### src/rtl/frame_align_mon_pkg.sv
package frame_align_mon_pkg;

    typedef enum logic [1:0] {
        ROLE_OTHER    = 2'd0,
        ROLE_A1_LAST  = 2'd1,
        ROLE_A2_FIRST = 2'd2
    } byte_role_e;

endpackage

### src/rtl/fam_byte_pos.sv
module fam_byte_pos
    import frame_align_mon_pkg::*;
#(
    parameter int NUM_A1 = 12
) (
    input  logic       clk,
    input  logic       rst_n,
    input  logic       fstart,
    input  logic       byte_vld,
    output byte_role_e role
);
    localparam int POS_W = $clog2(NUM_A1 + 2);
    localparam logic [POS_W-1:0] POS_DONE = POS_W'(NUM_A1 + 1);
    localparam logic [POS_W-1:0] POS_A1   = POS_W'(NUM_A1 - 1);
    localparam logic [POS_W-1:0] POS_A2   = POS_W'(NUM_A1);

    typedef struct packed {
        logic [POS_W-1:0] pos;
    } pos_state_t;

    pos_state_t st_q, st_d;
    logic [POS_W-1:0] idx;

    always_comb begin
        st_d = st_q;
        idx  = fstart ? '0 : st_q.pos;
        role = ROLE_OTHER;
        if (byte_vld) begin
            if (idx == POS_A1)      role = ROLE_A1_LAST;
            else if (idx == POS_A2) role = ROLE_A2_FIRST;
            if (fstart)                   st_d.pos = POS_W'(1);
            else if (st_q.pos < POS_DONE) st_d.pos = st_q.pos + 1'b1;
        end
    end

    always_ff @(posedge clk) begin
        if (!rst_n) st_q <= '{pos: POS_DONE};
        else        st_q <= st_d;
    end
endmodule

### src/rtl/fam_pat_check.sv
module fam_pat_check
    import frame_align_mon_pkg::*;
#(
    parameter logic [7:0] A1_PAT = 8'hF6,
    parameter logic [7:0] A2_PAT = 8'h28
) (
    input  logic       clk,
    input  logic       rst_n,
    input  logic       fstart,
    input  logic       byte_vld,
    input  byte_role_e role,
    input  logic [7:0] byte_in,
    output logic       frame_err
);
    typedef struct packed {
        logic a1_bad;
    } chk_state_t;

    chk_state_t st_q, st_d;

    always_comb begin
        st_d      = st_q;
        frame_err = 1'b0;
        if (byte_vld && fstart) st_d.a1_bad = 1'b0;
        case (role)
            ROLE_A1_LAST:  st_d.a1_bad = (byte_in != A1_PAT);
            ROLE_A2_FIRST: begin
                frame_err   = st_q.a1_bad || (byte_in != A2_PAT);
                st_d.a1_bad = 1'b0;
            end
            default: ;
        endcase
    end

    always_ff @(posedge clk) begin
        if (!rst_n) st_q <= '0;
        else        st_q <= st_d;
    end
endmodule

### src/rtl/fam_err_counter.sv
module fam_err_counter #(
    parameter int CNT_W = 8
) (
    input  logic             clk,
    input  logic             rst_n,
    input  logic             en,
    input  logic             inc,
    input  logic             frz,
    output logic [CNT_W-1:0] live,
    output logic [CNT_W-1:0] held
);
    localparam logic [CNT_W-1:0] CNT_MAX = {CNT_W{1'b1}};

    typedef struct packed {
        logic [CNT_W-1:0] live;
        logic [CNT_W-1:0] held;
    } cnt_state_t;

    cnt_state_t st_q, st_d;
    logic [CNT_W-1:0] base;

    always_comb begin
        st_d = st_q;
        base = frz ? '0 : st_q.live;
        if (frz) st_d.held = st_q.live;
        if (!en)
            st_d.live = '0;
        else if (inc && base != CNT_MAX)
            st_d.live = base + 1'b1;
        else
            st_d.live = base;
    end

    always_ff @(posedge clk) begin
        if (!rst_n) st_q <= '0;
        else        st_q <= st_d;
    end

    assign live = st_q.live;
    assign held = st_q.held;
endmodule

### src/rtl/fam_lof_latch.sv
module fam_lof_latch (
    input  logic clk,
    input  logic rst_n,
    input  logic en,
    input  logic lof,
    input  logic frz,
    output logic live,
    output logic held
);
    typedef struct packed {
        logic live;
        logic held;
    } alm_state_t;

    alm_state_t st_q, st_d;

    always_comb begin
        st_d = st_q;
        if (frz) st_d.held = st_q.live;
        st_d.live = en && (lof || (st_q.live && !frz));
    end

    always_ff @(posedge clk) begin
        if (!rst_n) st_q <= '0;
        else        st_q <= st_d;
    end

    assign live = st_q.live;
    assign held = st_q.held;
endmodule

### src/rtl/frame_align_mon.sv
module frame_align_mon
    import frame_align_mon_pkg::*;
#(
    parameter int         NUM_A1 = 12,
    parameter int         CNT_W  = 8,
    parameter logic [7:0] A1_PAT = 8'hF6,
    parameter logic [7:0] A2_PAT = 8'h28
) (
    input  logic             clk,
    input  logic             rst_n,
    input  logic             mon_en,
    input  logic             lof_in,
    input  logic             fstart,
    input  logic             byte_vld,
    input  logic [7:0]       byte_in,
    input  logic             cnt_frz,
    input  logic             alm_frz,
    output logic [CNT_W-1:0] err_cnt,
    output logic             lof_alarm
);
    byte_role_e       role;
    logic             frame_err;
    logic             count_inc;
    logic [CNT_W-1:0] cnt_live;
    logic             alm_live;

    fam_byte_pos #(.NUM_A1(NUM_A1)) u_pos (
        .clk      (clk),
        .rst_n    (rst_n),
        .fstart   (fstart),
        .byte_vld (byte_vld),
        .role     (role)
    );

    fam_pat_check #(.A1_PAT(A1_PAT), .A2_PAT(A2_PAT)) u_chk (
        .clk       (clk),
        .rst_n     (rst_n),
        .fstart    (fstart),
        .byte_vld  (byte_vld),
        .role      (role),
        .byte_in   (byte_in),
        .frame_err (frame_err)
    );

    assign count_inc = frame_err && !lof_in;

    fam_err_counter #(.CNT_W(CNT_W)) u_cnt (
        .clk   (clk),
        .rst_n (rst_n),
        .en    (mon_en),
        .inc   (count_inc),
        .frz   (cnt_frz),
        .live  (cnt_live),
        .held  (err_cnt)
    );

    fam_lof_latch u_alm (
        .clk   (clk),
        .rst_n (rst_n),
        .en    (mon_en),
        .lof   (lof_in),
        .frz   (alm_frz),
        .live  (alm_live),
        .held  (lof_alarm)
    );
endmodule

### config.mk
export PLATFORM = sky130hd
export DESIGN_NAME = frame_align_mon
export DESIGN_NICKNAME = d
export VERILOG_FILES = /design/src/rtl/frame_align_mon_pkg.sv /design/src/rtl/fam_byte_pos.sv /design/src/rtl/fam_pat_check.sv /design/src/rtl/fam_err_counter.sv /design/src/rtl/fam_lof_latch.sv /design/src/rtl/frame_align_mon.sv
export SDC_FILE = /design/constraint.sdc
export NUM_CORES = 1
export LEC_CHECK = 0
export BUFFER_PORTS_ARGS = -buffer_cell sky130_fd_sc_hd__clkbuf_2
export CAP_MARGIN = 10
export CELL_PAD_IN_SITES_DETAIL_PLACEMENT = 0
export CELL_PAD_IN_SITES_GLOBAL_PLACEMENT = 1
export CORE_MARGIN = 1.5
export CORE_UTILIZATION = 40
export DETAILED_ROUTE_END_ITERATION = 6
export GPL_ROUTABILITY_DRIVEN = 0
export GPL_TIMING_DRIVEN = 0
export PLACE_DENSITY_LB_ADDON = 0.05
export SETUP_SLACK_MARGIN = 0.5
export SLEW_MARGIN = 15
export SYNTH_ARGS = -nofsm -noshare
export SYNTH_HDL_FRONTEND = slang
export SYNTH_SLANG_ARGS = --single-unit
### constraint.sdc
create_clock -name clk -period 6.6 [get_ports clk]
set_input_delay 1.32 -clock clk [delete_from_list [all_inputs] [get_ports clk]]
set_output_delay 1.32 -clock clk [all_outputs]
set_load 0.03 [all_outputs]
# Word-level counts from Yosys, hierarchy flattened
# Cells that the tools add are included.
# Widths: inputs -> output; s select.
totals:
  regBits: 23
  inputBits: 16
  output_inout_bits: 9
  elab_cells: 40
classes:
  eq_ne: 7
  magnitude_cmp: 1
  n_mux: 11
  n_reduce_logical: 13
  add_sub_neg: 2
ops:
  columns: ["op", "n"]
  rows:
  - ["$mux 8", 2]
  - ["$ne 8x8->1 const B", 2]
  - ["$mux 4", 3]
  - ["$add 8x1->8 const B", 1]
  - ["$eq 4x4->1 const B", 2]
  - ["$ne 8x6->1 const B", 1]
  - ["$mux 2", 3]
  - ["$logic_and 1x1->1", 5]
  - ["$add 4x1->4 const B", 1]
  - ["$lt 4x4->1 const B", 1]
  - ["$reduce_and 2->1", 2]
  - ["$reduce_bool 3->1", 1]
  - ["$eq 2x1->1 const B", 1]
  - ["$eq 2x2->1 const B", 1]
  - ["$logic_not 1->1", 2]
  - ["$logic_or 1x1->1", 2]
  - ["$mux 1", 2]
  - ["$pmux 1 s2", 1]
  - ["$reduce_bool 2->1", 1]

# Longest topological paths before layout
depth:
  ltp_word: 10
  ltp_mapped: 9

# By module
# From an unflattened synthesis, not the netlist that was laid out.
hier_totals:
  hier_cells: 119
  area_unflattened_um2: 1217.4
by_module_without_submodules:
  columns: ["mod", "n_inst", "cells_each", "seq_area_each_um2", "area_per_inst_um2"]
  rows:
  - ["fam_err_counter", 1, 70, 320.3, 750.7]
  - ["fam_byte_pos", 1, 28, 80.1, 262.8]
  - ["fam_pat_check", 1, 14, 20.0, 117.6]
  - ["fam_lof_latch", 1, 6, 40.0, 72.6]
  - ["frame_align_mon", 1, 1, 0.0, 13.8]

# Worst setup path before layout
# Ideal clock, no wire load.
synth_timing:
  path_type: "input -> register"
  startpoint: "in fstart"
  endpoint: "reg u_cnt.st_q, in the netlist u_cnt.live[7]"
  t_arrival_ns: 3.200
  path_slack_ns: 3.320
  t_required_ns: 6.521
  path_stages: 9
  n_path_buf: 1
  path_cell_list: "nand3b_1 -> or4_1 -> inv_1 -> ha_1 -> nand2b_4 -> a41o_1 -> buf_6 -> or4_4 -> a211oi_2"
synth_via:
  elab_chain_cells: 10
synth_lines:
  columns: ["item", "line_no", "text"]
  rows:
  - ["from (decl)", "frame_align_mon.sv:13", "input logic fstart,"]
  - ["$mux 4 (*)", "fam_byte_pos.sv:26", "idx = fstart ? '0 : st_q.pos;"]
  - ["$eq 4x4->1", "fam_byte_pos.sv:30", "else if (idx == POS_A2) role = ROLE_A2_FIRST;"]
  - ["$mux 2", "fam_byte_pos.sv:30", null]
  - ["$mux 2 (*)", "fam_byte_pos.sv:29", "if (idx == POS_A1) role = ROLE_A1_LAST;"]
  - ["$mux 2 (*)", "fam_byte_pos.sv:28", "if (byte_vld) begin"]
  - ["$eq 2x2->1 (*)", "fam_pat_check.sv:25", "case (role)"]
  - ["$mux 1 (*)", "fam_pat_check.sv:25", null]
  - ["$logic_and 1x1->1 (*)", "frame_align_mon.sv:45", "assign count_inc = frame_err && !lof_in;"]
  - ["$logic_and 1x1->1 (*)", "fam_err_counter.sv:28", "else if (inc && base != CNT_MAX)"]
  - ["$mux 8 (*)", "fam_err_counter.sv:28", null]
  - ["to (signal assigned)", "fam_err_counter.sv:36", "else st_q <= st_d;"]
  - ["to (decl)", "fam_err_counter.sv:19", "cnt_state_t st_q, st_d;"]
# Mark *: on every way between the ends. The rest lies on a longest branch, timed or not.
# A chain may end at the register's enable or synchronous reset.

# Worst setup path after layout
# Ends and elaborated chain as after synthesis.

==> results_dict.tcl <==
set metrics [dict create \
    status "finished clean" \
    cap_viol_max_count 0 \
    grt_first_pass_wirelength_mm 4.36 \
    grt_max_degree 14 \
    critPathMaxStageDelay_ps 510 \
    hold_depth 2 \
    worst_setup_path_start_kind "input port" \
    path_class "input port to flop" \
    final_area_mm2 0.00142 \
    clock_skew_ps 4.69 \
    worst_setup_path_end_kind "flop" \
    num_vias 1075 \
    cp_max_fo 10 \
    ant_nets 0 \
    crit_path_top_delay_cell "or4_4" \
    timing.rr.end "u_cnt.live[7]" \
    peakVddDrop_uv 80.9 \
    antenna_found_initial 0 \
    p_sw_share_pct 26.2 \
    reg2reg_slack_ps 4070 \
    r2r_start "u_pos.st_q[2]" \
    postSynth.asyncResetShare_pct 0 \
    grt_pass1_vias 972 \
    ys_top_cells_by_area "dfxtp_1 (37%), mux2i_1 (7.3%), nor2b_1 (7.1%)" \
    ys.flop_type "dfxtp_1" \
    switching_power_uw 63.0 \
    cts_tree "yes" \
    seq_area_frac_synth_pct 37.2 \
    seqPwrFrac_pct 60.0 \
    setup_tns_ps 0 \
    dp_hpwl_mm 1.96 \
    rsz0062_at_grt "false" \
    power_frac_comb_pct 11.5 \
    synth-warning-count 0 \
    avgSynthCellArea_um2 9.16 \
    nets 185 \
    wl_mm 2.53 \
    timing.final.crit_share_pct 48.7 \
    fp-row-count 19 \
    dr.first_iter.drc_count 28 \
    clock_latency_ps 320 \
    internal_power_uw 177 \
    post_cts_resize_count 0 \
    coreArea_mm2 0.00285 \
    clock_path_buffers 2 \
    maxSlewHeadroom_pct 63.9 \
    yosysTopAreaCellShare_pct 37.2 \
    die-area_mm2 0.00343 \
    synth_area_mm2 0.00124 \
    p_per_area_mw_per_mm2 169 \
    post_synth_num_cell_types 47 \
    hold_buffers 0 \
    port_buffers 24 \
    die_height_um 58.6 \
    worst_slew_pin_slew_ps 534 \
    min_to "u_chk.st_q" \
    cts.sinks 23 \
    synth_area_leader_cell "dfxtp_1" \
    cts_setup_buffers 0 \
    clock.fmax_ghz 0.311 \
    hold_viol_final 0 \
    arrival_ps 3470 \
    ys_seq_elements 23 \
    numCtsBuffers 3 \
    diodes 0 \
    io-pin-count 25 \
    synth_enable_flop_cells 0 \
    finalSetupViolations 0 \
    power.leakage_uw 0.000605 \
    syn_nets 156 \
    die_w_um 58.6 \
    critPathRequiredTime_ps 6850 \
    clkPwrFrac_pct 28.5 \
    start_util_pct 43.3 \
    syn_inst 135 \
    viasPerCell 5.54 \
    placed_cell_area_mm2 0.00140 \
    period_needed_ps 3220 \
    clkTransAtPathRegs_ps 140 \
    hold_path_class "flop to flop" \
    drc 0 \
    slew_viol_final 0 \
    worstHoldStart "u_chk.st_q" \
    path_cells "clkbuf_2 > nand3b_1 > or4_1 > inv_1 > ha_1 > nand2b_4 > a41o_1 > buf_6 > or4_4 > a211oi_2" \
    reg2reg_depth 9 \
    drtPass1Iterations 5 \
    area_growth_pct 15.1 \
    ctsRootBufferMaster "clkbuf_4" \
    grt_util_all_layers_pct 16.5 \
    h-tree-depth 1 \
    overflow 0 \
    drive_gt1_share_pct 22.7 \
    wl_per_cell_um 13.0 \
]
## cell usage after synthesis, types with 2 or more instances
library cell  number
xnor2_1            2
mux2i_1            9
nand2b_1           2
nand2_1            7
nand3_1            8
or3_1              2
dfxtp_1           23
nor2b_1           14
nand3b_1           3
a21oi_1            6
o21ai_0            5
or4_1              2
nor2_1             2
and2_1             2
and4b_1            2
and3_1             3
ha_1               5
o211ai_1           2
inv_1              7
o31ai_1            2
## cell type report
| class | count | area, µm² |
|---|---|---|
| clock inverter | 1 | 5.00 |
| clock buffer | 3 | 22.5 |
| tap | 31 | 38.8 |
| fill | 276 | 1430 |
| timing repair buffer | 24 | 120 |
| sequential | 23 | 460 |
| buffer | 3 | 20.0 |
| inverter | 7 | 26.3 |
| multi-input combinational | 102 | 729 |
## logic make-up after synthesis
group / share of synthesized area, %
flops: 37.2
buf+inv: 3.74
fa+ha+maj: 5.06
simple gates: 29.0
xor+xnor: 2.13
mux: 7.29
compound gates: 15.5
## metrics by stage
stage | std cells | hold slack, ps | power [µW] | utilization, % | setup WS, ps
final | 194 | 497 | 240 | 49.9 | 3380
after global routing | 194 | 540 | 252 | 49.9 | 3280
after CTS | 194 | 502 | 243 | 49.9 | 3370
after detailed placement | 190 | 481 | 175 | 48.9 | 3040
after global placement | 190 | 470 | 174 | 48.9 | 3080
after floorplan | 135 | 451 | 164 | - | 3320
## how the worst max path moves through the flow
stage               slack (ps)    from       endpoint  cells past startpoint
finish                    3380  fstart  u_cnt.live[7]                     10
global route              3280  fstart  u_cnt.live[7]                     10
CTS                       3370  fstart  u_cnt.live[7]                     10
detailed placement        3040  fstart  u_cnt.live[7]                     10
global placement          3080  fstart  u_cnt.live[7]                     10
floorplan                 3320  fstart  u_cnt.live[7]                      9
## state kept, by name (all words and copies together) (netlist names)
signal      flops
u_alm.live      1
u_cnt.live      8
u_cnt.held      8
u_pos.st_q      4
u_alm.held      1
u_chk.st_q      1
## critical path, delay by kind of cell
kind | cells | cell delay [ps]
buffers and inverters | 3 | 330
and+or+nand+nor | 4 | 1200
AOI/OAI and AO/OA | 2 | 430
adders and majority gates | 1 | 180
## metal layers
| metal | routed length (µm) | global-route usage [%] |
|---|---|---|
| met4 | 36 | 5.84 |
| met3 | 115 | 2.64 |
| met2 | 1120 | 26.6 |
| met5 | 0 | 0 |
| met1 | 1260 | 22.4 |
## power by group through the flow
stage | Clock [µW] | Sequential [µW] | Combinational (µW)
final | 68.5 | 144 | 27.6
after CTS | 70.7 | 144 | 27.9
after detailed placement | 0 | 147 | 27.8
after global placement | 0 | 147 | 27.0
after floorplan | 0 | 147 | 17.3
after global routing | 76.6 | 145 | 30.6
## cell usage in the layout, fill, tap and decap left out, types with 3 or more instances in the layout
master	count
nor2b_1	14
nand3_1	8
a21oi_1	6
nand3b_1	3
mux2i_1	9
dfxtp_1	23
and3_1	3
clkbuf_4	3
clkbuf_2	24
ha_1	5
o21ai_0	5
inv_1	7
nand2_1	7
(Power assumes the default switching activity.)
